`config.mk`:
```
export PLATFORM = sky130hd
export DESIGN_NAME = i2cs_ctrl_status
export DESIGN_NICKNAME = d
export VERILOG_FILES = /design/src/rtl/i2cs_pkg.sv /design/src/rtl/i2cs_sync.sv /design/src/rtl/i2cs_cond.sv /design/src/rtl/i2cs_regs.sv /design/src/rtl/i2cs_fsm.sv /design/src/rtl/i2cs_ctrl_status.sv
export SDC_FILE = /design/constraint.sdc
export NUM_CORES = 1
export LEC_CHECK = 0
export ABC_AREA = 1
export BUFFER_PORTS_ARGS = -buffer_cell sky130_fd_sc_hd__buf_2
export CORE_MARGIN = 2
export CORE_UTILIZATION = 46
export DETAILED_ROUTE_END_ITERATION = 8
export GPL_TIMING_DRIVEN = 1
export PLACE_DENSITY_LB_ADDON = 0.12
export REMOVE_ABC_BUFFERS = 1
export SYNTH_ARGS = -nofsm -noshare
export SYNTH_HDL_FRONTEND = slang
export SYNTH_HIERARCHICAL = 1
export SYNTH_SLANG_ARGS = --single-unit
```
`constraint.sdc`:
```
create_clock -name clk -period 2.1 [get_ports clk]
set_input_delay 0.105 -clock clk [delete_from_list [all_inputs] [get_ports clk]]
set_output_delay 0.105 -clock clk [all_outputs]
set_load 0.05 [all_outputs]
```
`src/rtl/i2cs_pkg.sv`:
```
package i2cs_pkg;

    localparam int BYTE_W   = 8;
    localparam int CTRL_W   = 6;
    localparam int IDX_W    = BYTE_W - CTRL_W;
    localparam int NUM_CTRL = 2;
    localparam int CNT_W    = $clog2(BYTE_W + 1);

    // Register index that each control field answers to
    localparam logic [IDX_W-1:0] CTRL_IDX [NUM_CTRL] = '{2'b00, 2'b10};

    typedef enum logic [2:0] {
        ST_IDLE,
        ST_ADDR,
        ST_AACK,
        ST_WDATA,
        ST_WACK,
        ST_RDATA,
        ST_RACK,
        ST_PARK
    } slv_state_e;

    typedef struct packed {
        logic scl_rise;
        logic scl_fall;
        logic start;
        logic stop;
        logic sda;
    } bus_ev_t;

    typedef struct packed {
        logic              stb;
        logic [IDX_W-1:0]  idx;
        logic [CTRL_W-1:0] data;
    } wr_req_t;

    function automatic logic addr_hit(input logic [6:0] rx,
                                      input logic [4:0] prefix,
                                      input logic [1:0] strap);
        return rx == {prefix, strap};
    endfunction

endpackage

```
`src/rtl/i2cs_sync.sv`:
```
module i2cs_sync #(
    parameter int               WIDTH   = 2,
    parameter int               STAGES  = 2,
    parameter logic [WIDTH-1:0] RST_VAL = '1
) (
    input  logic             clk,
    input  logic             rst,
    input  logic [WIDTH-1:0] d,
    output logic [WIDTH-1:0] q
);
    logic [WIDTH-1:0] stg [STAGES];

    always_ff @(posedge clk) begin
        if (rst) stg[0] <= RST_VAL;
        else     stg[0] <= d;
    end

    for (genvar g = 1; g < STAGES; g++) begin : g_stage
        always_ff @(posedge clk) begin
            if (rst) stg[g] <= RST_VAL;
            else     stg[g] <= stg[g-1];
        end
    end

    assign q = stg[STAGES-1];
endmodule

```
`src/rtl/i2cs_cond.sv`:
```
module i2cs_cond
    import i2cs_pkg::*;
(
    input  logic    clk,
    input  logic    rst,
    input  logic    scl,
    input  logic    sda,
    output bus_ev_t ev
);
    logic scl_q, sda_q;

    always_ff @(posedge clk) begin
        if (rst) begin
            scl_q <= 1'b1;
            sda_q <= 1'b1;
        end else begin
            scl_q <= scl;
            sda_q <= sda;
        end
    end

    always_comb begin
        ev.scl_rise = scl & ~scl_q;
        ev.scl_fall = ~scl & scl_q;
        ev.start    = scl & scl_q & sda_q & ~sda;
        ev.stop     = scl & scl_q & ~sda_q & sda;
        ev.sda      = sda;
    end
endmodule

```
`src/rtl/i2cs_regs.sv`:
```
module i2cs_regs
    import i2cs_pkg::*;
(
    input  logic              clk,
    input  logic              rst,
    input  wr_req_t           wr,
    output logic [CTRL_W-1:0] ctrl [NUM_CTRL]
);
    for (genvar g = 0; g < NUM_CTRL; g++) begin : g_field
        always_ff @(posedge clk) begin
            if (rst)
                ctrl[g] <= '0;
            else if (wr.stb && wr.idx == CTRL_IDX[g])
                ctrl[g] <= wr.data;
        end
    end
endmodule

```
`src/rtl/i2cs_fsm.sv`:
```
module i2cs_fsm
    import i2cs_pkg::*;
#(
    parameter logic [4:0] ADDR_PREFIX = 5'b00010
) (
    input  logic              clk,
    input  logic              rst,
    input  logic              supply_ok,
    input  logic [1:0]        addr_strap,
    input  bus_ev_t           ev,
    input  logic [BYTE_W-1:0] stat1,
    input  logic [BYTE_W-1:0] stat2,
    output logic              sda_oe,
    output wr_req_t           wr,
    output logic              addr_ack_pulse,
    output logic              status_upd_pulse
);
    slv_state_e        state;
    logic [CNT_W-1:0]  cnt;
    logic [BYTE_W-1:0] sh;
    logic [BYTE_W-1:0] tx;
    logic              rw;
    logic              sel;
    logic              mack;

    always_ff @(posedge clk) begin
        if (rst || !supply_ok) begin
            state            <= ST_IDLE;
            cnt              <= '0;
            sh               <= '0;
            tx               <= '0;
            rw               <= 1'b0;
            sel              <= 1'b0;
            mack             <= 1'b0;
            sda_oe           <= 1'b0;
            wr               <= '0;
            addr_ack_pulse   <= 1'b0;
            status_upd_pulse <= 1'b0;
        end else begin
            wr.stb           <= 1'b0;
            addr_ack_pulse   <= 1'b0;
            status_upd_pulse <= 1'b0;
            if (ev.start) begin
                state  <= ST_ADDR;
                cnt    <= '0;
                sda_oe <= 1'b0;
            end else if (ev.stop) begin
                state  <= ST_IDLE;
                sda_oe <= 1'b0;
            end else begin
                unique case (state)
                    ST_ADDR, ST_WDATA: begin
                        if (ev.scl_rise) begin
                            sh  <= {sh[BYTE_W-2:0], ev.sda};
                            cnt <= cnt + CNT_W'(1);
                        end else if (ev.scl_fall && cnt == CNT_W'(BYTE_W)) begin
                            if (state == ST_WDATA) begin
                                sda_oe  <= 1'b1;
                                wr.stb  <= 1'b1;
                                wr.idx  <= sh[BYTE_W-1 -: IDX_W];
                                wr.data <= sh[CTRL_W-1:0];
                                state   <= ST_WACK;
                            end else if (addr_hit(sh[7:1], ADDR_PREFIX, addr_strap)) begin
                                sda_oe         <= 1'b1;
                                rw             <= sh[0];
                                addr_ack_pulse <= 1'b1;
                                state          <= ST_AACK;
                            end else begin
                                state <= ST_PARK;
                            end
                        end
                    end
                    ST_AACK: begin
                        if (ev.scl_fall) begin
                            cnt <= '0;
                            if (rw) begin
                                sel    <= 1'b0;
                                tx     <= stat1;
                                sda_oe <= ~stat1[BYTE_W-1];
                                state  <= ST_RDATA;
                            end else begin
                                sda_oe <= 1'b0;
                                state  <= ST_WDATA;
                            end
                        end
                    end
                    ST_WACK: begin
                        if (ev.scl_fall) begin
                            sda_oe <= 1'b0;
                            state  <= ST_PARK;
                        end
                    end
                    ST_RDATA: begin
                        if (ev.scl_rise) begin
                            cnt <= cnt + CNT_W'(1);
                        end else if (ev.scl_fall) begin
                            if (cnt == CNT_W'(BYTE_W)) begin
                                sda_oe <= 1'b0;
                                state  <= ST_RACK;
                            end else begin
                                sda_oe <= ~tx[3'(CNT_W'(BYTE_W - 1) - cnt)];
                            end
                        end
                    end
                    ST_RACK: begin
                        if (ev.scl_rise) begin
                            mack             <= ~ev.sda;
                            status_upd_pulse <= 1'b1;
                        end else if (ev.scl_fall) begin
                            if (mack) begin
                                sel    <= ~sel;
                                tx     <= sel ? stat1 : stat2;
                                sda_oe <= sel ? ~stat1[BYTE_W-1] : ~stat2[BYTE_W-1];
                                cnt    <= '0;
                                state  <= ST_RDATA;
                            end else begin
                                state  <= ST_PARK;
                            end
                        end
                    end
                    default: ;
                endcase
            end
        end
    end
endmodule

```
`src/rtl/i2cs_ctrl_status.sv`:
```
module i2cs_ctrl_status
    import i2cs_pkg::*;
#(
    parameter logic [4:0] ADDR_PREFIX = 5'b00010,
    parameter int         SYNC_STAGES = 2
) (
    input  logic              clk,
    input  logic              rst,
    input  logic              supply_ok,
    input  logic [1:0]        addr_strap,
    input  logic              scl_i,
    input  logic              sda_i,
    output logic              sda_oe,
    input  logic [BYTE_W-1:0] stat1_i,
    input  logic [BYTE_W-1:0] stat2_i,
    output logic [CTRL_W-1:0] ctrl_a_o,
    output logic [CTRL_W-1:0] ctrl_b_o,
    output logic              addr_ack_pulse,
    output logic              write_done_pulse,
    output logic              status_upd_pulse
);
    logic [1:0]        pads_s;
    bus_ev_t           ev;
    wr_req_t           wr;
    logic [CTRL_W-1:0] ctrl [NUM_CTRL];

    i2cs_sync #(.WIDTH(2), .STAGES(SYNC_STAGES), .RST_VAL(2'b11)) u_sync (
        .clk (clk),
        .rst (rst),
        .d   ({scl_i, sda_i}),
        .q   (pads_s)
    );

    i2cs_cond u_cond (
        .clk (clk),
        .rst (rst),
        .scl (pads_s[1]),
        .sda (pads_s[0]),
        .ev  (ev)
    );

    i2cs_fsm #(.ADDR_PREFIX(ADDR_PREFIX)) u_fsm (
        .clk              (clk),
        .rst              (rst),
        .supply_ok        (supply_ok),
        .addr_strap       (addr_strap),
        .ev               (ev),
        .stat1            (stat1_i),
        .stat2            (stat2_i),
        .sda_oe           (sda_oe),
        .wr               (wr),
        .addr_ack_pulse   (addr_ack_pulse),
        .status_upd_pulse (status_upd_pulse)
    );

    i2cs_regs u_regs (
        .clk  (clk),
        .rst  (rst),
        .wr   (wr),
        .ctrl (ctrl)
    );

    assign ctrl_a_o         = ctrl[0];
    assign ctrl_b_o         = ctrl[1];
    assign write_done_pulse = wr.stb;
endmodule

```
==> impl_metrics.yaml, run 1 <==
floorplan:
  dieWidth_um: 80.99
  die_area_mm2: 0.006559
  core_area_mm2: 0.005816
  start_util: 0.4688
  io_pins: 39
  rows: 28
  die_height_um: 80.99
sta:
  fin_ws_ps: 281.3
  worst_pin_slew_ps: 499.0
  rsz0062_at_grt: "false"
  setup_viol: 0
  fin_tns_setup_ps: 0
  drv_slew: 0
  skew_ps: 13.91
  relSlewSlack: 0.6661
  fin_crit_sh: 0.8661
  hold_violations: 0
  fmaxAchievable_mhz: 549.8
  period_needed_ps: 1819
clocking:
  cts_root_buf: "clkbuf_8"
  cts_max_level: 2
  cts_sinks: 56
  postCtsSetupRepairBufs: 0
  cts-resized-gates: 0
  clock_path_buffers: 2
  clkLatencyLatePin_ps: 310
  clk_pin_slew_ps: 110
  cts_buffers: 5
  cts_tree: "yes"
run:
  maxCapViolations: 0
setup_path:
  slowest_delay_ps: 390
  worstPathCellList: "inv_1, nor2_1, inv_1, nor2_2, inv_1, o21ai_0, a21oi_1"
  path_buf_inv: 3
  cp.arrival_ps: 2020
  path_class: "flop to flop"
  cp_top_family: "simple AND/OR/NAND/NOR gates"
  reg2reg_to: "u_fsm/sh[7]"
  crit_path_end_kind: "flop"
  worst_r2r_path_depth: 7
  worstPathMaxFanout: 9
  cp-start-kind: "flop"
  rr_startpoint: "u_sync/stg[1][1]"
  rrSetupSlack_ps: 280
  crit_slowest_cell: "nor2_1"
  worst_path_most_repeated_cell: "inv_1"
  cp.required_ps: 2300
global_routing:
  grt_use_total: 0.1809
  antenna_found_initial: 0
  grt_max_degree: 29
  grt_first_pass_wirelength_mm: 9.446
  grt_overflow: 0
  grt_pass1_vias: 2090
route:
  avgRoutedWirePerCell_um: 10.71
  drc: 0
  viasPerCell: 4.710
  drt_iter0_drc: 166
  vias: 2435
  ant_nets: 0
  dr.pass1.iters: 5
  drt_wl_total_mm: 5.535
layout:
  antenna_cells: 0
  mostFrequentLayoutCells: "97 x nand2_1, 63 x nor2_1, 56 x dfxtp_1"
  final_cells: 517
  final_common_cell: "nand2_1"
  areaGrowthSynthToFinish_pct: 12.35
  nets: 466
  drive_gt1_frac: 0.1652
power_and_ir_drop:
  p_int_mw: 1.361
  p_per_area_mw_per_mm2: 594.4
  power_frac_clock: 0.338
  switching_share: 0.2523
  combPwrFrac: 0.070
  p_leak_nw: 1.439
  switchingPower_uw: 459.3
  p_seq_frac: 0.591
  peakVddDrop_v: 0.0003258
synthesis:
  synthArstFlopShare: 0
  synthFlopType: "dfxtp_1"
  synth_area_mm2: 0.002726
  yosys_warnings: 6
  synth_cells: 404
  synth-edff-count: 0
  synth-seq-cells: 56
  seq_area_frac_synth: 0.4112
  syn_area_per_cell_um2: 6.748
  synth.distinct_cells: 32
run_status:
  status: "finished clean"
min_path:
  holdPathEnd: "u_fsm/tx[4]"
  hold_start: "stat1_i[4]"
  hold_class: "input pin to flop"
  min_path_cells: 3
placement:
  dp_hpwl_mm: 4.133
  placed_cells: 507
  port_buffers: 38
  place_congestion: 0.8886
  pre_cts_ws_ps: 330.4
## Yosys cell counts (2+ instances only)
cell type / count / area, um^2
a21oi_1: 26 / 130.1
a31oi_1: 7 / 43.79
buf_2: 3 / 15.01
buf_4: 3 / 22.52
buf_6: 2 / 22.52
clkbuf_1: 3 / 11.26
dfxtp_1: 56 / 1121
ha_1: 2 / 25.02
inv_1: 50 / 187.7
inv_2: 7 / 26.28
nand2_1: 97 / 364.1
nand2_2: 4 / 25.02
nand2_4: 2 / 22.52
nand3_1: 27 / 135.1
nor2_1: 63 / 236.5
nor2_2: 5 / 31.28
nor2_4: 2 / 22.52
o21ai_0: 30 / 150.1
o21ai_1: 2 / 10.01
## registers in the layout, summed over array words and instances, names as in the netlist, 3 cells and up
name / cells
u_fsm/cnt: 4
u_sync/stg: 4
u_regs/ctrl: 12
u_fsm/tx: 8
u_fsm/wr: 9
u_fsm/state: 3
u_fsm/sh: 8
## power groups by stage
stage	Clock [mW]	Combinational, mW	Sequential (mW)
after floorplan	0	0.0804	1.10
after global placement	0	0.125	1.10
after detailed placement	0	0.125	1.10
after CTS	0.644	0.128	1.08
after global routing	0.685	0.148	1.08
final	0.616	0.128	1.08
## layer usage
metal	global-route usage	vias up	part of all wire
met5	0	-	0
met1	0.2684	1038	0.54
met4	0.05085	0	0.0078
li1	-	1341	-
met2	0.2661	52	0.41
met3	0.03444	4	0.044
## how the worst max path moves through the flow
| stage | from | end | slack, ps | depth (start not counted) |
|---|---|---|---|---|
| floorplan | u_fsm/cnt[0] | u_fsm/rw | 560 | 8 |
| global placement | u_fsm/state[2] | u_fsm/tx[0] | 380 | 6 |
| CTS | u_sync/stg[1][1] | u_fsm/sh[7] | 300 | 7 |
| finish | u_sync/stg[1][1] | u_fsm/sh[7] | 280 | 7 |
| detailed placement | u_sync/stg[1][1] | u_fsm/sh[4] | 330 | 7 |
| global route | u_sync/stg[1][1] | u_fsm/sh[1] | 140 | 7 |
## cell families after synthesis
| family | synth area share |
|---|---|
| buf+inv | 0.1065 |
| xor+xnor | 0.006426 |
| flops | 0.4112 |
| simple gates | 0.3442 |
| fa+ha+maj | 0.009177 |
| compound gates | 0.1225 |
## worst reg2reg max path, cell delays in order (launching register included)
cell     delay [ps]
dfxtp_1         370
inv_1            70
nor2_1          390
inv_1           150
nor2_2          320
inv_1           190
o21ai_0         180
a21oi_1          60
## what timing repair did
| action | CTS | global route |
|---|---|---|
| hold endpoints to repair | 2 | 0 |
| setup endpoints to repair | 0 | 0 |
| hold buffers | 2 | 0 |
## area by class of cell
class / count / area, um^2
fillers: 618 / 2753
multi-input cells: 279 / 1315
flip-flops and latches: 56 / 1121
repair buffers: 42 / 225.2
inverters: 57 / 214.0
well taps: 75 / 93.84
clock buffers: 5 / 68.82
clock inverters: 3 / 25.02
## per-stage QoR
stage               power, mW  utilization  area [um^2]  hold slack [ps]
floorplan               1.182            -         2650            196.8
detailed placement      1.226       0.5071         2949            288.3
finish                  1.821       0.5267         3063            46.55
global placement        1.225       0.5071         2949            280.4
CTS                     1.849       0.5267         3063            34.71
global route            1.911       0.5267         3063            49.35
Note: power is estimated with default switching activity, not from simulation.
==> run 2, diff against run 1 <==
- clock period: 2.1 -> 1.65 ns (I/O delays scaled with it)
==> run 2 against run 1 <==
- via count up 2.2%
- first-iteration DRC count down 40%
- sequential cell count unchanged
- final cell count up 2.3%
- critical endpoint is now u_fsm/tx[4]
- largest cell class unchanged
- highest routed layer unchanged
==> impl_metrics.yaml, run 2 (synthesis results as in run 1) <==
run_status:
  status: "finished clean"
floorplan:
  start_util: 0.4688
  dieWidth_um: 80.99
  die_area_mm2: 0.006559
  die_height_um: 80.99
  core_area_mm2: 0.005816
  io_pins: 39
  rows: 28
clocking:
  cts_root_buf: "clkbuf_8"
  clkLatencyLatePin_ps: 310
  clock_path_buffers: 2
  cts_max_level: 2
  cts_buffers: 5
  cts_sinks: 56
  cts_tree: "yes"
  clk_pin_slew_ps: 100
layout:
  final_common_cell: "nand2_1"
  drive_gt1_frac: 0.2004
  largest_register: "u_regs/ctrl"
  mostFrequentLayoutCells: "97 x nand2_1, 61 x nor2_1, 53 x dfxtp_1"
  antenna_cells: 0
  largest_register_ffs: 12
  finish.utilization: 0.5506
  finish.instance_area_mm2: 0.003202
  areaGrowthSynthToFinish_pct: 17.44
  nets: 478
  top_regs: "u_regs/ctrl x12, u_fsm/wr x9"
min_path:
  hold_class: "input pin to flop"
  min_path_cells: 3
  holdPathEnd: "u_fsm/tx[0]"
  hold_start: "stat1_i[0]"
placement:
  dp_hpwl_mm: 4.277
  place_congestion: 0.9166
  port_buffers: 38
  placed_cell_area_mm2: 0.003032
sta:
  setup_viol: 0
  timing.hold.ws_ps: 24.94
  skew_ps: 4.650
  rsz0062_at_grt: "false"
  worst_pin_slew_ps: 446.7
  period_needed_ps: 1548
  relSlewSlack: 0.7019
  drv_slew: 0
  hold_violations: 0
  fmaxAchievable_mhz: 646.1
  fin_crit_sh: 0.9380
route:
  avgRoutedWirePerCell_um: 10.77
  drc: 0
  drt_iter0_drc: 100
  vias: 2488
  ant_nets: 0
  drt_wl_total_mm: 5.698
  dr.pass1.iters: 4
  viasPerCell: 4.703
run:
  maxCapViolations: 0
power_and_ir_drop:
  peakVddDrop_v: 0.0004888
  p_leak_nw: 1.514
  p_per_area_mw_per_mm2: 759.5
  p_total_mw: 2.432
setup_path:
  reg2reg_to: "u_fsm/tx[4]"
  worst_r2r_path_depth: 8
  cp-start-kind: "flop"
  path_class: "flop to flop"
  worstPathMaxFanout: 18
  cp.required_ps: 1880
  rr_startpoint: "u_fsm/state[0]"
  crit_path_end_kind: "flop"
  rrSetupSlack_ps: 100
  cp.arrival_ps: 1780
global_routing:
  grt_first_pass_wirelength_mm: 9.439
  grt_use_total: 0.1838
  antenna_found_initial: 0
  grt_overflow: 0
  grt_max_degree: 29
  grt_pass1_vias: 2108
run 2: changes by cell type in the layout (fill, tap and decap cells not counted), sizes merged:
cell and change:
buf +12, inv -2, clkinv +1, bufinv +1
run 2: area by class of cell:
cell class / count / area (um^2)
well taps: 75 / 93.84
multi-input cells: 279 / 1330
repair buffers: 54 / 327.8
fillers: 576 / 2614
inverters: 57 / 214.0
flip-flops and latches: 56 / 1125
clock buffers: 5 / 68.82
clock inverters: 3 / 42.54
run 2: critical path: stages, from the launching register on:
cell and delay (ps):
dfxtp_2 350, inv_2 130, nand2_4 110, nor2_1 190, nand3_1 150, nor2_4 150
buf_12 140, o21ai_0 70, a31oi_1 180
run 2: repair_timing:
item | 4_1_cts | 5_1_grt
endpoints found under the hold margin | 2 | 0
pin swaps | 1 | 0
endpoints found under the setup margin | 4 | 26
hold buffers | 2 | 0
setup buffers | 1 | 0
gates cloned | 0 | 0
gates resized for setup | 0 | 10
run 2: worst max path at each step:
stage                     cells past startpoint  slack, ps        startpoint          end
after floorplan                               8        110      u_fsm/cnt[0]     u_fsm/rw
after global placement                        9         20  u_sync/stg[1][0]  u_fsm/tx[7]
after detailed placement                      8         -4  u_sync/stg[1][0]  u_fsm/tx[4]
after CTS                                     9         10  u_sync/stg[1][0]  u_fsm/wr[6]
after global routing                          9          3  u_sync/stg[1][0]  u_fsm/tx[4]
final                                         8        100    u_fsm/state[0]  u_fsm/tx[4]
run 2: report_power, final:
part / leakage, nW / switching (mW) / internal [mW]
clock: 0.0541 / 0.443 / 0.450
combinational: 1.01 / 0.105 / 0.0649
sequential: 0.453 / 0.00853 / 1.36
run 2: per-stage QoR:
stage	TNS (ps)	setup slack (ps)	cells
after floorplan	0	109.7	392
after CTS	0	14.26	529
after global placement	0	21.37	518
final	0	102.3	529
after global routing	0	3.471	529
after detailed placement	-4.024	-3.625	518
run 2: per-layer routing:
metal	part of all wire	vias to the layer above	GRT usage	wire, um
met3	0.049	6	0.03667	277
met2	0.41	49	0.2777	2341
met1	0.53	1073	0.2685	3024
met5	0	-	0	0
met4	0.0097	0	0.04576	55
li1	-	1360	-	-
==> run 3, diff against run 2 <==
- ABC_AREA: 1 -> unset
==> run 3 against run 2 <==
- the flow now finishes with violations (setup timing)
- combinational power fell by 22%
- worst setup slack lost 200 ps
- synthesized cell count down 31%
- core utilization up 9.4 points
- register-to-register slack worse by 200 ps
- largest power group unchanged
- largest cell class unchanged
- via count shrank 9.9%
- clock skew is 1.9 ps higher
- highest routed layer unchanged
- sequential power is essentially flat
- critical path depth fell by 1
- area after synthesis down 2.5%
==> impl_metrics.yaml, run 3 <==
run_status:
  status: "finished with violations"
  violations: "setup timing"
sta:
  fin_crit_sh: 1.061
  setup_viol: 30
  skew_ps: 6.591
  fmaxAchievable_mhz: 571.3
  hold_violations: 0
  relSlewSlack: 0.7336
  drv_slew: 0
  fin_ws_ps: -100.3
  rsz0062_at_grt: "true"
  period_needed_ps: 1750
  worst_pin_slew_ps: 398.7
synthesis:
  synthArstFlopShare: 0
  synth.distinct_cells: 54
  synth-seq-cells: 56
  synthTopCellsByCount: "56 x dfxtp_1, 40 x mux2i_1, 40 x nor2_1, 20 x nand2b_1"
  synth_area_mm2: 0.002658
  seq_area_frac_synth: 0.4218
  netlist.area_leader.share: 0.4218
  syn_area_per_cell_um2: 9.525
  synth-edff-count: 0
  synth.area.top_cells: "dfxtp_1 42%, mux2i_1 15%, nor2_1 5.6%, nand2b_1 4.7%, a211oi_1 3.1%"
  yosys.area.top_type: "dfxtp_1"
  yosysMostFrequentCell: "dfxtp_1"
  synth_cells: 279
  yosys_warnings: 6
  synthFlopType: "dfxtp_1"
floorplan:
  die_area_mm2: 0.006402
  core_area_mm2: 0.005540
  rows: 27
  die_height_um: 80.01
  start_util: 0.4797
  dieWidth_um: 80.01
  io_pins: 39
layout:
  nets: 386
  largest_register_ffs: 12
  drive_gt1_frac: 0.3840
  largest_register: "u_regs/ctrl"
  antenna_cells: 0
  mostFrequentLayoutCells: "49 x dfxtp_1, 40 x mux2i_1, 38 x buf_2"
  areaGrowthSynthToFinish_pct: 34.32
  final_common_cell: "dfxtp_1"
  final_cells: 434
  top_regs: "u_regs/ctrl x12, u_fsm/wr x9"
min_path:
  hold_class: "input pin to flop"
route:
  viasPerCell: 5.164
  dr.pass1.iters: 4
  ant_nets: 0
  drt_iter0_drc: 58
  drt_wl_total_mm: 6.180
  vias: 2241
  drc: 0
  avgRoutedWirePerCell_um: 14.24
global_routing:
  grt_pass1_vias: 2055
  grt_max_degree: 35
  grt_overflow: 0
  antenna_found_initial: 0
  grt_use_total: 0.1945
  grt_first_pass_wirelength_mm: 9.715
run:
  maxCapViolations: 0
setup_path:
  crit_start: "u_cond/scl_q"
  cp_top_family: "simple AND/OR/NAND/NOR gates"
  path_buf_inv: 1
  worst_r2r_path_depth: 7
  cp.depth: 7
  rrSetupSlack_ps: -100
  crit_slowest_cell: "or3_4"
  cp-start-kind: "flop"
  slowest_delay_ps: 380
  crit_path_end_kind: "flop"
  cp.arrival_ps: 1950
  path_class: "flop to flop"
  worstPathMaxFanout: 4
  rr_startpoint: "u_cond/scl_q"
  worstPathCellList: "and4b_1, or3_4, nor4_4, buf_4, nand3b_1, mux2i_1, nor2_1"
  cp.required_ps: 1850
  setup.worst_path.end: "u_fsm/rw"
  reg2reg_to: "u_fsm/rw"
placement:
  placed_cells: 411
  place_congestion: 0.8043
  port_buffers: 38
  dp_hpwl_mm: 4.170
  pre_cts_ws_ps: -186.7
clocking:
  clock_path_buffers: 2
  cts_tree: "yes"
  cts_max_level: 2
  clk_pin_slew_ps: 100
  clkLatencyLatePin_ps: 310
  cts_sinks: 56
  cts_root_buf: "clkbuf_8"
  cts_buffers: 5
power_and_ir_drop:
  p_per_area_mw_per_mm2: 628.3
  peakVddDrop_v: 0.0005468
  p_leak_nw: 1.465
-- run 3: changes by cell type in the layout (fill, tap and decap cells not counted), moves of 24 or more --
cell     change
inv_1       -45
nor2_1      -25
nand3_1     -24
nand2_1     -87
buf_4       +24
o21ai_0     -26
mux2i_1     +40
-- run 3: stage by stage --
| stage | cell area, um^2 | utilization | total power [mW] | TNS, ps | hold WS [ps] |
|---|---|---|---|---|---|
| after floorplan | 2572 | - | 1.441 | -7817 | 179.6 |
| after global placement | 3176 | 0.5732 | 1.506 | -1752 | 260.0 |
| after detailed placement | 3176 | 0.5732 | 1.507 | -2887 | 264.8 |
| after CTS | 3420 | 0.6172 | 2.257 | -1980 | 106.8 |
| after global routing | 3570 | 0.6443 | 2.341 | -5176 | 101.2 |
| final | 3570 | 0.6443 | 2.243 | -1562 | 102.7 |
-- run 3: where the power goes --
part | switching [mW] | leakage (nW) | internal [mW]
sequential | 0.00374 | 0.452 | 1.36
combinational | 0.0601 | 0.967 | 0.0724
clock | 0.445 | 0.0456 | 0.304
total | 0.509 | 1.46 | 1.73
-- run 3: cells by family after synthesis --
| logic type | synth area share |
|---|---|
| and+or+nand+nor | 0.2575 |
| DFF | 0.4218 |
| muxes | 0.1718 |
| AOI/OAI and AO/OA | 0.09228 |
| buffers and inverters | 0.04049 |
| xor gates and xnor gates | 0.006593 |
| adders and majority gates | 0.009415 |
-- run 3: repair_timing --
item / CTS / global route
endpoints found under the hold margin: 2 / 0
gates resized for setup: 18 / 30
pin swaps: 14 / 15
setup buffers: 6 / 6
hold buffers: 2 / 0
endpoints found under the setup margin: 34 / 37
cloned: 2 / 1
-- run 3: per-layer routing --
| metal | part of all wire | vias to the layer above | track usage |
|---|---|---|---|
| li1 | - | 1141 | - |
| met1 | 0.47 | 1064 | 0.2762 |
| met2 | 0.49 | 34 | 0.3067 |
| met3 | 0.028 | 2 | 0.03733 |
| met4 | 0.0039 | 0 | 0.04237 |
| met5 | 0 | - | 0 |
-- run 3: worst reg2reg max path, delay by kind of cell, from the launching register on --
family / cells / cell delay (ps)
AND/OR/NAND/NOR: 5 / 940
flip-flops: 1 / 350
multiplexers: 1 / 160
buffers and inverters: 1 / 180
-- run 3: layout make-up --
| cell class | instances | area, um^2 |
|---|---|---|
| clock buffers | 6 | 72.57 |
| fillers | 485 | 1971 |
| well taps | 72 | 90.09 |
| flip-flops and latches | 56 | 1130 |
| multi-input cells | 202 | 1550 |
| repair buffers | 90 | 690.7 |
| inverters | 6 | 22.52 |
| clock inverters | 2 | 13.76 |
-- run 3: worst min-delay path by stage --
stage                             to  slack (ps)  depth (start not counted)       start
finish                   u_fsm/tx[1]         100                          3  stat1_i[1]
global route             u_fsm/tx[6]         100                          3  stat1_i[6]
CTS                      u_fsm/tx[6]         110                          3  stat1_i[6]
detailed placement  u_sync/stg[0][0]         260                          2       sda_i
global placement    u_sync/stg[0][0]         260                          2       sda_i
floorplan               u_cond/scl_q         180                          1         rst
